### config.mk
export PLATFORM = sky130hd
export DESIGN_NAME = rgb_seq_top
export DESIGN_NICKNAME = d
export VERILOG_FILES = /design/src/rtl/rgb_seq_pkg.sv /design/src/rtl/rgb_req_sync.sv /design/src/rtl/rgb_code_bank.sv /design/src/rtl/rgb_arbiter.sv /design/src/rtl/rgb_seq_top.sv
export SDC_FILE = /design/constraint.sdc
export NUM_CORES = 1
export LEC_CHECK = 0
export BUFFER_PORTS_ARGS = -buffer_cell sky130_fd_sc_hd__buf_2
export CORE_MARGIN = 4
export CORE_UTILIZATION = 25
export DETAILED_ROUTE_END_ITERATION = 6
export GPL_ROUTABILITY_DRIVEN = 0
export PLACE_DENSITY = 0.53
export SLEW_MARGIN = 5
export SYNTH_ARGS = -nofsm -noshare
export SYNTH_HDL_FRONTEND = slang
export SYNTH_HIERARCHICAL = 1
export SYNTH_SLANG_ARGS = --single-unit
export TNS_END_PERCENT = 50
### constraint.sdc
create_clock -name clk -period 4.3 [get_ports clk]
set_input_delay 0.645 -clock clk [delete_from_list [all_inputs] [get_ports clk]]
set_output_delay 0.645 -clock clk [all_outputs]
set_load 0.005 [all_outputs]
### src/rtl/rgb_seq_pkg.sv
// Shared types and encodings for the exclusive RGB sequencer.
// Channel index order is the priority order: 0 = green, 1 = blue, 2 = red.
package rgb_seq_pkg;
    localparam int NUM_CH = 3;

    typedef enum logic [1:0] {
        ARB_IDLE  = 2'd0,
        ARB_BLANK = 2'd1,
        ARB_ON    = 2'd2
    } arb_state_t;
endpackage

### src/rtl/rgb_req_sync.sv
// Two-flop synchronizer plus falling-edge detector for each request line.
// Assumes the raw requests are level signals, wider than one clock period.
module rgb_req_sync #(
    parameter int NCH = 3
) (
    input  logic           clk,
    input  logic           rst_n,
    input  logic [NCH-1:0] raw_req,
    output logic [NCH-1:0] req_lvl,
    output logic [NCH-1:0] req_fall
);
    logic [NCH-1:0] meta_q, sync_q, prev_q;

    for (genvar i = 0; i < NCH; i++) begin : g_ch
        // Synchronize one line and keep the previous synchronized value.
        always_ff @(posedge clk) begin
            if (!rst_n) begin
                meta_q[i] <= 1'b0;
                sync_q[i] <= 1'b0;
                prev_q[i] <= 1'b0;
            end else begin
                meta_q[i] <= raw_req[i];
                sync_q[i] <= meta_q[i];
                prev_q[i] <= sync_q[i];
            end
        end
        assign req_fall[i] = prev_q[i] & ~sync_q[i];
    end

    assign req_lvl = sync_q;
endmodule

### src/rtl/rgb_code_bank.sv
// Applied current and delay codes for each channel, loaded from the shadow
// values only at that channel's synchronized falling edge.
// Reset defaults: current all-ones, delay code all-ones.
module rgb_code_bank #(
    parameter int NCH   = 3,
    parameter int CUR_W = 10,
    parameter int DLY_W = 2
) (
    input  logic                 clk,
    input  logic                 rst_n,
    input  logic [NCH-1:0]       load,
    input  logic [NCH*CUR_W-1:0] shd_cur,
    input  logic [NCH*DLY_W-1:0] shd_dly,
    output logic [NCH*CUR_W-1:0] app_cur,
    output logic [NCH*DLY_W-1:0] app_dly
);
    for (genvar i = 0; i < NCH; i++) begin : g_ch
        // Copy shadow to applied on this channel's falling edge only.
        always_ff @(posedge clk) begin
            if (!rst_n) begin
                app_cur[i*CUR_W +: CUR_W] <= '1;
                app_dly[i*DLY_W +: DLY_W] <= '1;
            end else if (load[i]) begin
                app_cur[i*CUR_W +: CUR_W] <= shd_cur[i*CUR_W +: CUR_W];
                app_dly[i*DLY_W +: DLY_W] <= shd_dly[i*DLY_W +: DLY_W];
            end
        end
    end
endmodule

### src/rtl/rgb_arbiter.sv
// Fixed-priority, non-pre-emptive grant FSM with per-channel blanking.
// Lowest index wins among simultaneous requests seen in idle. The blanking
// length is MIN_US + STEP_US * code ticks of tick_us.
// Assumes MIN_US >= 1 and synchronized request levels.
module rgb_arbiter
    import rgb_seq_pkg::*;
#(
    parameter int NCH     = 3,
    parameter int DLY_W   = 2,
    parameter int MIN_US  = 5,
    parameter int STEP_US = 10
) (
    input  logic                 clk,
    input  logic                 rst_n,
    input  logic                 tick_us,
    input  logic [NCH-1:0]       req_lvl,
    input  logic [NCH*DLY_W-1:0] app_dly,
    output logic                 sel_vld,
    output logic                 on_vld,
    output logic [$clog2(NCH)-1:0] sel_idx
);
    localparam int MAX_US = MIN_US + STEP_US * ((1 << DLY_W) - 1);
    localparam int CNT_W  = $clog2(MAX_US + 1);
    localparam int IDX_W  = $clog2(NCH);

    arb_state_t       state_q;
    logic [IDX_W-1:0] idx_q, win_idx;
    logic [CNT_W-1:0] cnt_q, tgt_q, win_tgt;
    logic [DLY_W-1:0] win_code;

    // Pick the lowest-index pending request.
    always_comb begin
        win_idx = '0;
        for (int i = NCH - 1; i >= 0; i--) begin
            if (req_lvl[i]) win_idx = IDX_W'(i);
        end
    end

    // Blanking length for the winner, taken from its applied delay code.
    always_comb begin
        win_code = app_dly[win_idx*DLY_W +: DLY_W];
        win_tgt  = CNT_W'(MIN_US) + CNT_W'(STEP_US) * CNT_W'(win_code);
    end

    // Grant state machine: idle -> blank -> on, with abort and release.
    always_ff @(posedge clk) begin
        if (!rst_n) begin
            state_q <= ARB_IDLE;
            idx_q   <= '0;
            cnt_q   <= '0;
            tgt_q   <= '0;
        end else begin
            case (state_q)
                ARB_IDLE: begin
                    if (|req_lvl) begin
                        state_q <= ARB_BLANK;
                        idx_q   <= win_idx;
                        tgt_q   <= win_tgt;
                        cnt_q   <= '0;
                    end
                end
                ARB_BLANK: begin
                    if (!req_lvl[idx_q]) begin
                        state_q <= ARB_IDLE;
                    end else if (tick_us) begin
                        if (cnt_q + CNT_W'(1) == tgt_q) begin
                            state_q <= ARB_ON;
                            cnt_q   <= '0;
                        end else begin
                            cnt_q <= cnt_q + CNT_W'(1);
                        end
                    end
                end
                ARB_ON: begin
                    if (!req_lvl[idx_q]) state_q <= ARB_IDLE;
                end
                default: state_q <= ARB_IDLE;
            endcase
        end
    end

    assign sel_vld = (state_q != ARB_IDLE);
    assign on_vld  = (state_q == ARB_ON);
    assign sel_idx = idx_q;
endmodule

### src/rtl/rgb_seq_top.sv
// Exclusive RGB sequencer top: synchronizes the colour requests, holds the
// applied codes, grants one channel at a time and drives the enable,
// select code and current code. Internal order: 0 green, 1 blue, 2 red.
module rgb_seq_top #(
    parameter int CUR_W   = 10,
    parameter int DLY_W   = 2,
    parameter int MIN_US  = 5,
    parameter int STEP_US = 10
) (
    input  logic             clk,
    input  logic             rst_n,
    input  logic             tick_us,
    input  logic             req_g,
    input  logic             req_b,
    input  logic             req_r,
    input  logic [CUR_W-1:0] shd_cur_g,
    input  logic [CUR_W-1:0] shd_cur_b,
    input  logic [CUR_W-1:0] shd_cur_r,
    input  logic [DLY_W-1:0] shd_dly_g,
    input  logic [DLY_W-1:0] shd_dly_b,
    input  logic [DLY_W-1:0] shd_dly_r,
    output logic [2:0]       ch_en,
    output logic [1:0]       ch_sel,
    output logic [CUR_W-1:0] cur_code
);
    import rgb_seq_pkg::*;
    localparam int IDX_W = $clog2(NUM_CH);

    logic [NUM_CH-1:0]       lvl, fall;
    logic [NUM_CH*CUR_W-1:0] app_cur;
    logic [NUM_CH*DLY_W-1:0] app_dly;
    logic                    sel_vld, on_vld;
    logic [IDX_W-1:0]        sel_idx;

    rgb_req_sync #(.NCH(NUM_CH)) u_sync (
        .clk(clk), .rst_n(rst_n),
        .raw_req({req_r, req_b, req_g}),
        .req_lvl(lvl), .req_fall(fall)
    );

    rgb_code_bank #(.NCH(NUM_CH), .CUR_W(CUR_W), .DLY_W(DLY_W)) u_bank (
        .clk(clk), .rst_n(rst_n), .load(fall),
        .shd_cur({shd_cur_r, shd_cur_b, shd_cur_g}),
        .shd_dly({shd_dly_r, shd_dly_b, shd_dly_g}),
        .app_cur(app_cur), .app_dly(app_dly)
    );

    rgb_arbiter #(.NCH(NUM_CH), .DLY_W(DLY_W), .MIN_US(MIN_US),
                  .STEP_US(STEP_US)) u_arb (
        .clk(clk), .rst_n(rst_n), .tick_us(tick_us),
        .req_lvl(lvl), .app_dly(app_dly),
        .sel_vld(sel_vld), .on_vld(on_vld), .sel_idx(sel_idx)
    );

    // Output decode from the grant state.
    always_comb begin
        ch_en    = '0;
        ch_sel   = '0;
        cur_code = '0;
        if (sel_vld) begin
            ch_sel   = 2'(sel_idx) + 2'd1;
            cur_code = app_cur[sel_idx*CUR_W +: CUR_W];
        end
        if (on_vld) ch_en[sel_idx] = 1'b1;
    end
endmodule

==> impl_metrics.json, run 1 <==
{
  "status": "finished clean",
  "synth_nets": 355,
  "worstSetupEndpointType": "output pin",
  "synthFlopType": "dfxtp_1",
  "synth-edff-count": 0,
  "grt_max_degree": 50,
  "cp_slowest_cell": "dfxtp_1",
  "numCtsBuffers": 9,
  "start_util_pct": 25.4,
  "ant_nets": 0,
  "hold_path.class": "flip-flop to flip-flop",
  "register_area_um2": 1220,
  "clk_path_buf_depth": 2,
  "hold_slack_ps": 431,
  "cts_tree": "yes",
  "grt_use_total_pct": 10.5,
  "num_vias": 2267,
  "synth-seq-cells": 61,
  "yosysMostFrequentCell": "dfxtp_1",
  "ios": 57,
  "syn_avg_cell_area_um2": 9.46,
  "routed_wl_um": 7040,
  "netlist_area_um2": 2900,
  "port_buffers": 56,
  "finalCritPeriodShare_pct": 61.4,
  "yosysTopAreaCellShare_pct": 42.1,
  "nets": 413,
  "htreeDepth": 3,
  "cts-root-buf": "clkbuf_16",
  "min_period_ps": 2640,
  "cts_hold_buf": 0,
  "drtPass1Iterations": 4,
  "drt-vias-per-instance": 4.42,
  "drcViolationCount": 0,
  "yosysSeqAreaShare_pct": 42.1,
  "skew_ps": 5.58,
  "cp-start-kind": "flip-flop",
  "fp.dieW_um": 116,
  "cts_resized": 0,
  "post_cts_buffers": 0,
  "rsz0062_at_grt": "false",
  "worst_slew_pin_slew_ps": 833,
  "fp.coreArea_um2": 11400,
  "yosysWarnings": 6,
  "synth_cell_types": 42,
  "synth_area_leaders": "dfxtp_1 (42%), mux2i_1 (17%), nand2_1 (5.0%), nor2b_1 (3.7%), and2_1 (3.2%)",
  "dp_hpwl_um": 4990,
  "grt_pass1_wl_um": 11100,
  "p_leak_nw": 1.44,
  "slew_headroom_pct": 44.4,
  "yosys.area.top_type": "dfxtp_1",
  "antenna_found_initial": 0,
  "final-setup-viol-count": 0,
  "synth_commonest_cells": "dfxtp_1 (61), mux2i_1 (50), nand2_1 (39), a21oi_1 (18), o21ai_0 (18)",
  "crit_chain": "buf_4 > inv_1 > ha_1 > and2_1 > buf_2",
  "multi_input_area_um2": 1560,
  "n_antenna_cell": 0,
  "power-per-cell-area_nw_per_um2": 426,
  "async_flop_share_pct": 0,
  "wl_per_cell_um": 13.7,
  "first_global_vias": 2174,
  "worstPathRequired_ps": 3650,
  "clkTransAtPathRegs_ps": 50,
  "overflow": 0,
  "ir_drop_uv": 245,
  "fin_tns_setup_ps": 0,
  "drt_iter0_drc": 101,
  "syn2layout_area_growth_pct": 25.4,
  "row_count": 39,
  "hold_viol": 0,
  "syn_inst": 307,
  "nFillCells": 1202,
  "slew_viol_final": 0,
  "cap_violations": 0,
  "fmax_mhz": 379,
  "p_total_w": 0.00155,
  "clock_latency_ps": 320,
  "cts_sinks": 61,
  "critical_path_peak_fanout": 16,
  "critical_path_class": "flip-flop to output pin",
  "cp.arrival_ps": 2000,
  "die-area_um2": 13400,
  "max_stage_delay_ps": 680,
  "drive_gt1_share_pct": 23.5,
  "die_y_um": 116
}
## where the power goes
| group | internal [W] | leakage [nW] | switching, W | total, W |
|---|---|---|---|---|
| Clock | 0.000566 | 0.163 | 0.000254 | 0.000819 |
| Combinational | 0.0000598 | 0.781 | 0.0000719 | 0.000132 |
| Sequential | 0.000583 | 0.497 | 0.0000152 | 0.000598 |
## through the flow
stage | util (%) | setup WS [ps] | cells | cell area [um2]
finish | 31.9 | 1660 | 513 | 3640
global route | 31.9 | 1530 | 513 | 3640
CTS | 31.9 | 1620 | 513 | 3640
detailed placement | 28.9 | 1980 | 497 | 3300
global placement | 28.9 | 2040 | 497 | 3300
floorplan | - | 2470 | 307 | 2900
## critical path: cells and delay by family (launching register included)
| family | cells | cell delay (ps) |
|---|---|---|
| flip-flops | 1 | 680 |
| buffers and inverters | 3 | 540 |
| AND/OR/NAND/NOR | 1 | 160 |
| adder cells (fa/ha/maj) | 1 | 290 |
## per-layer routing
metal / track usage, % / wire, um
met3: 2.61 / 249
met2: 15.7 / 3160
met1: 14.7 / 3530
met5: 0 / 0
met4: 3.94 / 103
## path summary, 6_finish.rpt
path | start | to | slack [ps] | cells after the start
min | u_sync/meta_q[1]$_SDFF_PN0_ | u_sync/req_lvl[1]$_SDFF_PN0_ | 430 | 1
min reg2reg | u_sync/meta_q[1]$_SDFF_PN0_ | u_sync/req_lvl[1]$_SDFF_PN0_ | 430 | 1
max reg2reg | u_arb/sel_idx[0]$_SDFFE_PN0P_ | u_arb/cnt_q[2]$_SDFFE_PN0P_ | 1980 | 6
max | u_arb/sel_idx[0]$_SDFFE_PN0P_ | ch_sel[1] | 1660 | 5
## cells by family after synthesis
kind of cell,Yosys count,share of synthesized area [%]
AO/OA/AOI/OAI,58,13.1
buffers and inverters,20,4.09
adder cells (fa/ha/maj),6,2.59
AND/OR/NAND/NOR,106,19.1
multiplexers,50,17.2
flip-flops,61,42.1
XOR/XNOR,6,1.81
## state kept, by name, indices dropped and copies added, names as in the netlist
register and count:
u_bank/app_cur 30, u_arb/cnt_q 6, u_arb/state_q 2, u_arb/tgt_q 6
u_sync/prev_q 3, u_sync/req_lvl 3, u_arb/sel_idx 2, u_bank/app_dly 6
u_sync/meta_q 3
## final cells by class
class,instances,share of cell area (%)
Multi-Input combinational cell,226,43.0
Clock inverter,6,3.06
Clock buffer,10,6.29
Timing Repair Buffer,60,8.52
Inverter,7,0.722
Sequential cell,61,33.5
Tap cell,143,4.91
## layout by cell type, fill, tap and decap left out, types with 2 or more instances in the layout
| cell | netlist | layout |
|---|---|---|
| xor2_1 | 2 | 2 |
| mux2i_1 | 50 | 50 |
| ha_1 | 6 | 6 |
| a21oi_1 | 18 | 18 |
| clkbuf_16 | 0 | 9 |
| nor2_1 | 15 | 15 |
| nor4_1 | 2 | 2 |
| o221ai_1 | 4 | 4 |
| a22oi_1 | 3 | 3 |
| buf_2 | 4 | 56 |
| nand2_1 | 39 | 39 |
| dfxtp_1 | 61 | 61 |
| bufinv_16 | 0 | 3 |
| a31oi_1 | 3 | 3 |
| o21ai_1 | 4 | 4 |
| and2b_2 | 3 | 3 |
| a211oi_1 | 2 | 2 |
| nand3_1 | 2 | 2 |
| buf_4 | 0 | 4 |
| nor3_1 | 3 | 3 |
| and2_1 | 15 | 15 |
| inv_1 | 6 | 6 |
| o21ai_0 | 18 | 18 |
| nor2b_1 | 17 | 17 |
| xnor2_1 | 4 | 4 |
Note: power is estimated with default switching activity, not from simulation.
==> run 2: changes to the inputs <==
- PLACE_DENSITY: 0.53 -> 0.55
- clock period: 4.3 -> 2.2 ns (I/O delays scaled with it)
==> run 2 against run 1 <==
Compared with the run above: die area is the same; first-iteration DRC count increased by 13%; sequential share of layout area shrank 0.058 points; sequential power rose by 96%; flip-flop and latch count unchanged; global-route usage increased by 0.46 points; largest cell class unchanged; critical endpoint is now cur_code[7].
==> impl_metrics.json, run 2 (synthesized netlist as in run 1, its figures left out) <==
{
  "clock_latency_ps": 330,
  "grt_pass1_wl_um": 11500,
  "drt-vias-per-instance": 4.45,
  "nets": 418,
  "worstHoldStart": "req_g",
  "wl_met3_um": 285,
  "die-area_um2": 13400,
  "start_util_pct": 25.4,
  "r2r_end": "u_arb/state_q[0]$_SDFFE_PN0P_",
  "hold_path.class": "input pin to flip-flop",
  "clkTransAtPathRegs_ps": 50,
  "worstPathRequired_ps": 1870,
  "critical_path_class": "flip-flop to output pin",
  "utilization_pct": 32.0,
  "largest_reg_flops": 30,
  "min_period_ps": 2030,
  "r2r_slack_ps": 200,
  "worst_slew_pin_slew_ps": 625,
  "clk_path_buf_depth": 2,
  "num_vias": 2306,
  "slew_viol_final": 0,
  "rsz0062_at_grt": "false",
  "cp.arrival_ps": 1700,
  "hold_viol": 0,
  "holdPathEnd": "u_sync/meta_q[0]$_SDFF_PN0_",
  "dpl.cell_count": 502,
  "critical_path_peak_fanout": 13,
  "ff2ff_path_depth": 6,
  "power-per-cell-area_nw_per_um2": 787,
  "overflow": 0,
  "top_layer": "met4",
  "first_global_vias": 2299,
  "n_antenna_cell": 0,
  "p_total_w": 0.00287,
  "grt_max_degree": 34,
  "die_y_um": 116,
  "final-setup-viol-count": 0,
  "drtPass1Iterations": 4,
  "wl_met2_um": 3050,
  "worstHoldPathCells": 2,
  "finalCritPeriodShare_pct": 92.2,
  "hold_slack_ps": 202,
  "ios": 57,
  "cts_sinks": 61,
  "ir_drop_uv": 375,
  "antenna_found_initial": 0,
  "fin_tns_setup_ps": 0,
  "worstReg2RegStart": "u_arb/cnt_q[0]$_SDFFE_PN0P_",
  "cts_resized": 0,
  "fp.coreArea_um2": 11400,
  "mostFrequentLayoutCells": "dfxtp_1 (60), buf_2 (56), mux2i_1 (50)",
  "stdcell_count": 518,
  "htreeDepth": 3,
  "nFillCells": 1186,
  "cp-start-kind": "flip-flop",
  "cap_violations": 0,
  "wl_per_cell_um": 13.6,
  "grt_use_total_pct": 11.0,
  "cts-root-buf": "clkbuf_16",
  "cts_tree": "yes",
  "fmax_mhz": 493,
  "p_leak_nw": 1.46,
  "ant_nets": 0,
  "drive_gt1_share_pct": 25.1,
  "syn2layout_area_growth_pct": 25.7,
  "cts_hold_buf": 0,
  "slew_headroom_pct": 58.0,
  "status": "finished clean",
  "post_cts_buffers": 0,
  "skew_ps": 7.19,
  "final_common_cell": "dfxtp_1",
  "port_buffers": 56,
  "routed_wl_um": 7060,
  "row_count": 39,
  "fp.dieW_um": 116,
  "drt_iter0_drc": 114,
  "drcViolationCount": 0,
  "largest_register": "u_bank/app_cur",
  "drt-met1-wl_um": 3590,
  "worstSetupEndpointType": "output pin",
  "numCtsBuffers": 9,
  "dp_hpwl_um": 5230
}
[run 2: worst max-delay path by stage]
stage,start,to,slack [ps],cells past startpoint
finish,u_arb/state_q[1]$_SDFFE_PN0P_,cur_code[7],170,5
global route,u_arb/cnt_q[0]$_SDFFE_PN0P_,u_arb/cnt_q[2]$_SDFFE_PN0P_,90,6
CTS,u_arb/sel_idx[0]$_SDFFE_PN0P_,cur_code[6],40,5
detailed placement,u_arb/cnt_q[0]$_SDFFE_PN0P_,u_arb/state_q[0]$_SDFFE_PN0P_,230,6
global placement,u_arb/cnt_q[0]$_SDFFE_PN0P_,u_arb/state_q[0]$_SDFFE_PN0P_,260,6
floorplan,u_arb/cnt_q[0]$_SDFFE_PN0P_,u_arb/state_q[0]$_SDFFE_PN0P_,370,6
[run 2: power breakdown]
group / internal [W] / total (W) / switching, W
sequential: 0.00114 / 0.00117 / 0.0000269
clock: 0.000961 / 0.00144 / 0.000477
combinational: 0.000122 / 0.000268 / 0.000146
[run 2: layout make-up]
| type | count | area, um2 | area share [%] |
|---|---|---|---|
| multi-input cells | 226 | 1560 | 42.8 |
| inverters | 7 | 26.3 | 0.720 |
| repair buffers | 65 | 348 | 9.53 |
| well taps | 143 | 179 | 4.90 |
| flip-flops and latches | 61 | 1220 | 33.5 |
| clock buffers | 12 | 267 | 7.30 |
| clock inverters | 4 | 45.0 | 1.23 |
[run 2: critical path, cell delays in order (launching register included)]
cell and delay, ps:
dfxtp_1 500, nor2_1 180, inv_2 230, o21ai_0 120, a21oi_1 190, buf_2 150
[run 2: layer usage]
layer	vias up	track usage, %
met5	-	0
met4	0	5.03
met3	13	2.19
met2	39	15.4
met1	1053	16.1
li1	1201	-
[run 2: metrics by stage]
stage	setup WS [ps]	cell area (um2)
2_1_floorplan	369	2900
3_3_place_gp	261	3340
3_5_place_dp	230	3340
4_1_cts	43.7	3650
5_1_grt	90.6	3650
6_report	171	3650
